`src/rtl/insn_decoder.sv`:
```
module insn_decoder #(
  parameter int NREG = 8
) (
  input  logic       clk,
  input  logic       rst,
  input  logic       in_valid,
  input  logic [7:0] byte0,
  input  logic [7:0] byte1,
  input  logic [7:0] idx_x,
  input  logic [7:0] idx_y,
  output logic       out_valid,
  output logic [2:0] fmt,
  output logic [3:0] opcode,
  output logic [3:0] reg_a,
  output logic [3:0] reg_b,
  output logic [1:0] mode,
  output logic [7:0] operand,
  output logic [3:0] shift_amt,
  output logic [3:0] jump_code,
  output logic [3:0] port_num,
  output logic [1:0] insn_len,
  output logic       mem_ref,
  output logic [7:0] eff_addr,
  output logic       illegal
);
  localparam logic [2:0] F_HALT = 3'd0, F_RO = 3'd1, F_RR = 3'd2, F_SH = 3'd3,
                         F_UR = 3'd4, F_UO = 3'd5, F_JP = 3'd6, F_IO = 3'd7;
  localparam logic [1:0] M_DIR = 2'd0, M_IMM = 2'd1, M_IX = 2'd2;

  logic [3:0] hi0, lo0, hi1, lo1;
  assign hi0 = byte0[7:4];
  assign lo0 = byte0[3:0];
  assign hi1 = byte1[7:4];
  assign lo1 = byte1[3:0];

  logic hi1_bad, lo1_bad;
  assign hi1_bad = int'(hi1) >= NREG;
  assign lo1_bad = int'(lo1) >= NREG;

  logic [1:0] m2;
  logic [7:0] ea_calc;
  logic       ea_mem;
  assign m2 = byte0[3:2];
  assign ea_mem = (m2 != M_IMM);
  always_comb begin
    case (m2)
      M_DIR:   ea_calc = byte1;
      M_IX:    ea_calc = byte1 + idx_x;
      M_IMM:   ea_calc = 8'h00;
      default: ea_calc = byte1 + idx_y;
    endcase
  end

  logic [2:0] d_fmt;
  logic [3:0] d_op, d_ra, d_rb, d_sh, d_jc, d_port;
  logic [1:0] d_mode, d_len;
  logic [7:0] d_opnd, d_ea;
  logic       d_mem, d_ill;

  always_comb begin
    d_fmt = F_HALT; d_op = '0; d_ra = '0; d_rb = '0; d_mode = '0;
    d_opnd = '0; d_sh = '0; d_jc = '0; d_port = '0; d_len = 2'd2;
    d_mem = 1'b0; d_ea = '0; d_ill = 1'b0;
    case (hi0)
      4'h0: begin
        if (lo0 == 4'h0) d_len = 2'd1;
        else if (lo0 == 4'h3 || lo0 == 4'h4) begin
          d_fmt = F_IO; d_op = lo0; d_ra = hi1; d_port = lo1; d_ill = hi1_bad;
        end else d_ill = 1'b1;
      end
      4'hC: d_ill = 1'b1;
      4'hD: begin
        d_fmt = F_UO; d_op = {2'b00, byte0[1:0]}; d_mode = m2; d_opnd = byte1;
        d_mem = ea_mem; d_ea = ea_calc;
        d_ill = (byte0[1:0] == 2'd1) && (m2 == M_IMM);
      end
      4'hE: begin
        d_fmt = F_JP; d_jc = lo0; d_opnd = byte1; d_ill = (lo0 == 4'h5);
      end
      4'hF: begin
        case (lo0)
          4'h0, 4'hF: d_ill = 1'b1;
          4'hC, 4'hE: begin
            d_fmt = F_SH; d_op = lo0; d_ra = hi1; d_sh = lo1; d_ill = hi1_bad;
          end
          4'hD: begin
            d_fmt = F_UR; d_op = hi1; d_ra = lo1;
            d_ill = lo1_bad || (hi1 > 4'h4);
          end
          default: begin
            d_fmt = F_RR; d_op = lo0; d_ra = hi1; d_rb = lo1;
            d_ill = hi1_bad || lo1_bad;
          end
        endcase
      end
      default: begin
        d_fmt = F_RO; d_op = hi0; d_mode = m2; d_ra = {2'b00, byte0[1:0]};
        d_opnd = byte1; d_mem = ea_mem; d_ea = ea_calc;
        d_ill = (hi0 == 4'h2) && (m2 == M_IMM);
      end
    endcase
  end

  always_ff @(posedge clk) begin
    if (rst) begin
      out_valid <= 1'b0; fmt <= '0; opcode <= '0; reg_a <= '0; reg_b <= '0;
      mode <= '0; operand <= '0; shift_amt <= '0; jump_code <= '0;
      port_num <= '0; insn_len <= '0; mem_ref <= 1'b0; eff_addr <= '0;
      illegal <= 1'b0;
    end else begin
      out_valid <= in_valid;
      if (in_valid) begin
        fmt <= d_fmt; opcode <= d_op; reg_a <= d_ra; reg_b <= d_rb;
        mode <= d_mode; operand <= d_opnd; shift_amt <= d_sh; jump_code <= d_jc;
        port_num <= d_port; insn_len <= d_len; mem_ref <= d_mem; eff_addr <= d_ea;
        illegal <= d_ill;
      end
    end
  end

  assert_valid_follows_R1: assert property (@(posedge clk) disable iff (rst)
    in_valid |=> out_valid);
  assert_valid_drops_R1: assert property (@(posedge clk) disable iff (rst)
    !in_valid |=> !out_valid);
  assert_hold_when_idle_R1: assert property (@(posedge clk) disable iff (rst)
    !in_valid |=> $stable(fmt) && $stable(eff_addr) && $stable(operand));
  assert_index_x_wrap_R4: assert property (@(posedge clk) disable iff (rst)
    in_valid && (byte0[7:4] == 4'hD) && (byte0[3:2] == 2'd2)
    |=> eff_addr == 8'($past(byte1) + $past(idx_x)));
  assert_no_addr_without_mem_R4: assert property (@(posedge clk) disable iff (rst)
    out_valid && !mem_ref |-> eff_addr == 8'h00);
  assert_shift_opcode_R6: assert property (@(posedge clk) disable iff (rst)
    out_valid && fmt == F_SH |-> opcode == 4'hC || opcode == 4'hE);
  assert_unreg_legal_R11: assert property (@(posedge clk) disable iff (rst)
    out_valid && fmt == F_UR && !illegal |-> opcode <= 4'h4 && int'(reg_a) < NREG);
  assert_len_one_halt_R10: assert property (@(posedge clk) disable iff (rst)
    out_valid && insn_len == 2'd1 |-> fmt == F_HALT && !illegal);
endmodule

```
`config.mk`:
```
export PLATFORM = sky130hd
export DESIGN_NAME = insn_decoder
export DESIGN_NICKNAME = d
export VERILOG_FILES = /design/src/rtl/insn_decoder.sv
export SDC_FILE = /design/constraint.sdc
export NUM_CORES = 1
export LEC_CHECK = 0
export ABC_CLOCK_PERIOD_IN_PS = 3260
export CAP_MARGIN = 20
export CORE_ASPECT_RATIO = 0.6
export CORE_UTILIZATION = 47
export DETAILED_ROUTE_END_ITERATION = 12
export GPL_TIMING_DRIVEN = 0
export PLACE_DENSITY = 0.9
export SLEW_MARGIN = 10
export SYNTH_ARGS = -nofsm -noshare
export SYNTH_HDL_FRONTEND = slang
export SYNTH_SLANG_ARGS = --single-unit
```
`constraint.sdc`:
```
create_clock -name clk -period 3.26 [get_ports clk]
set_input_delay 0.815 -clock clk [delete_from_list [all_inputs] [get_ports clk]]
set_output_delay 0.815 -clock clk [all_outputs]
set_load 0.005 [all_outputs]
```
==> results.yml <==
setup_path:
  arrival_ps: 3270
  crit_type: "in2reg"
  required_ps: 3460
  cp_cell_sequence: "dlygate4sd2_1 > clkbuf_8 > nand2b_1 > buf_6 > mux2_2 > ha_1 > inv_1 > fa_2 > nor2b_2 > o21a_1 > or3_1 > a32oi_1 > o21ai_0"
  r2r-start: "reg_a[0]$_SDFFE_PP0P_"
  slowest_delay_ps: 330
  cp-startpoint: "byte0[2]"
  start_kind: "input pin"
  crit_fanout: 5
  cp_slowest_cell: "mux2_2"
  crit_path_end_kind: "register"
  ff2ff_path_depth: 4
timing:
  final-hold-violation-count: 0
  final.period_utilization_pct: 94.2
  rsz0062_at_grt: "no"
  relSlewSlack_pct: 36.7
  setup-tns-final_ps: 0
  fin_crit_ps: 3070
  setup_slack_ps: 190
  drv_slew: 0
  max_freq_mhz: 326
  setup_viol: 0
  worstMarginPinSlew_ps: 941
  holdWs_ps: 464
  worst_clock_skew_ps: 0
power:
  power_density_nw_per_um2: 381
  ir_worst_vdd_v: 0.000187
  p_leak_nw: 1.30
hold_path:
  whs_path_depth: 2
  hp-class: "reg2reg"
  hp-start: "port_num[0]$_SDFFE_PP0P_"
clock_tree:
  clock-root-buffer: "clkbuf_8"
  cts_max_path_buffers: 2
  htree_levels: 2
  clkLatencyLatePin_ps: 300
  clk_pin_slew_ps: 90
  cts_tree: "yes"
  cts_buffers: 5
  cts_sinks: 50
logic_synthesis:
  ys_ff_latch: 50
  syn-num-nets: 386
  yosys.area_share.simple_pct: 27.5
  synth_edf_count: 0
  syn_inst: 343
  synth.avg_cell_area_um2: 7.81
  synth_cell_types: 55
  ys_async_sr_fraction_pct: 0
  ys.flop_type: "dfxtp_1"
  synth-adder-area-share_pct: 4.01
  synth_compound_area_share_pct: 22.3
  yosysSeqAreaShare_pct: 37.3
  synth_top_family_by_area: "simple AND/OR/NAND/NOR gates"
  synthMuxAreaShare_pct: 3.31
  synthXorXnorAreaFrac_pct: 1.31
  yosysWarnings: 0
  netlist_area_um2: 2680
place:
  gp_congestion: 0.935
  dp_slack_ps: -906
  port_buffers: 82
  dpl.hpwl_um: 6950
  place_area_um2: 3600
  dp_cells: 502
cells_and_area:
  area_growth_pct: 39.7
  fin_cells: 511
  antenna_cells: 0
  layout.nets: 477
  fin_area_um2: 3740
  drive_gt1_share_pct: 6.68
routing:
  wl_per_cell_um: 18.1
  vias: 3105
  drt-pass1-iter-count: 5
  avgViaCountPerCell: 6.08
  ant_nets: 0
  drc: 0
  initialDrtViolationCount: 335
  wl_um: 9230
grt:
  grt_antenna_before_repair: 0
  grt_max_degree: 16
  grt_pass1_wl_um: 14700
  grt_usage_pct: 31.9
  gr-total-overflow: 0
  grt_pass1_vias: 2893
die:
  start_util_pct: 50.8
  chipWidth_um: 99.5
  io_pins: 85
  dieArea_um2: 6020
  placementRows: 20
  die_y_um: 60.5
  core_area_um2: 5280
outcome:
  outcome: "finished, final reports clean"
flow_run:
  drv_cap: 0
-- per-stage QoR --
stage	utilization (%)	total power [W]
after floorplan	-	0.000830
after global placement	68.1	0.000977
after detailed placement	68.1	0.000986
after CTS	70.9	0.00142
after global routing	70.9	0.00148
final	70.9	0.00143
-- kinds of logic (layout without fill, tap and decap cells) --
group                      count (synthesis)  after routing
AOI/OAI and AO/OA                         91             91
xor gates and xnor gates                   4              4
adders and majority gates                  8              8
buffers and inverters                     30            121
DFF                                       50             50
muxes                                      8              8
and+or+nand+nor                          152            152
-- synthesized netlist by cell type (2+ instances only) --
| library cell | number | area (µm²) |
|---|---|---|
| and2_1 | 2 | 12.5 |
| a22oi_1 | 2 | 15.0 |
| o311ai_0 | 2 | 17.5 |
| ha_1 | 7 | 87.6 |
| nand2_1 | 53 | 199 |
| nor3_1 | 8 | 40.0 |
| nand3b_1 | 2 | 15.0 |
| inv_1 | 7 | 26.3 |
| a21oi_1 | 35 | 175 |
| buf_1 | 2 | 7.51 |
| a21o_1 | 4 | 30.0 |
| nand2b_1 | 5 | 31.3 |
| clkbuf_1 | 20 | 75.1 |
| a31oi_1 | 10 | 62.6 |
| nor2_1 | 23 | 86.3 |
| a211oi_1 | 4 | 30.0 |
| nand3_1 | 35 | 175 |
| o22ai_1 | 3 | 18.8 |
| mux2_2 | 7 | 78.8 |
| nor2b_1 | 7 | 43.8 |
| dfxtp_1 | 50 | 1000 |
| nor4_1 | 3 | 18.8 |
| nor3b_1 | 2 | 15.0 |
| xnor2_1 | 2 | 17.5 |
| a311oi_1 | 5 | 43.8 |
| o2111ai_1 | 2 | 17.5 |
| o21ai_0 | 12 | 60.1 |
| xor2_1 | 2 | 17.5 |
-- critical path, delay by kind of cell --
| family | cells | cell delay (ps) |
|---|---|---|
| AOI/OAI and AO/OA | 3 | 530 |
| adders and majority gates | 2 | 440 |
| buffers and inverters | 4 | 640 |
| muxes | 1 | 330 |
| and+or+nand+nor | 3 | 500 |
-- worst paths after layout --
check                        endpoint  slack, ps
max          eff_addr[4]$_SDFFE_PP0P_        190
min          port_num[0]$_SDFFE_PP0P_        460
max reg2reg     reg_a[0]$_SDFFE_PP0P_       2300
min reg2reg  port_num[0]$_SDFFE_PP0P_        460
-- layout by cell type, fill, tap and decap left out, drive strengths merged, types with 5 or more instances in the layout --
master         synthesis  final
inv                    7      7
o21ai                 12     12
clkbuf                20     25
nor2b                  7      7
nand2b                 6      6
nor3                   9      9
clkdlybuf4s50          0     81
nand2                 53     53
ha                     7      7
dfxtp                 50     50
mux2                   7      7
a311oi                 5      5
nand3                 35     35
buf                    3      5
a21oi                 35     35
a211oi                 5      5
a31oi                 10     10
nor2                  23     23
-- sequential cells by signal, summed over array words and instances (netlist names), 3 cells and up --
register   cells
jump_code      4
operand        8
reg_b          4
port_num       4
eff_addr       8
reg_a          4
shift_amt      4
opcode         4
fmt            3
-- repair_timing --
item,4_1_cts,5_1_grt
setup buffers,2,0
hold buffers,0,0
endpoints found under the setup margin,5,0
gates resized for setup,9,0
-- metal layers --
layer / up-vias / wire length (µm) / global-route usage, % / share of wire [%]
met5: - / 0 / 1.54 / 0
met4: 0 / 96 / 6.72 / 1.0
met3: 16 / 1130 / 8.99 / 12
met2: 206 / 3860 / 49.5 / 42
met1: 1470 / 4140 / 44.8 / 45
li1: 1413 / - / - / -
-- layout make-up --
class	count	area, µm²
Timing Repair Buffer	84	835
Fill cell	432	1540
Clock buffer	5	68.8
Buffer	23	104
Tap cell	77	96.3
Clock inverter	2	38.8
Multi-Input combinational cell	263	1580
Inverter	7	26.3
Sequential cell	50	1000
-- report_power, final --
part | total, W | switching, W | internal, W
clock network | 0.000437 | 0.000211 | 0.000226
logic | 0.000338 | 0.000178 | 0.000160
registers | 0.000652 | 0.0000155 | 0.000636
No activity file was read; power rests on OpenSTA's default activity.
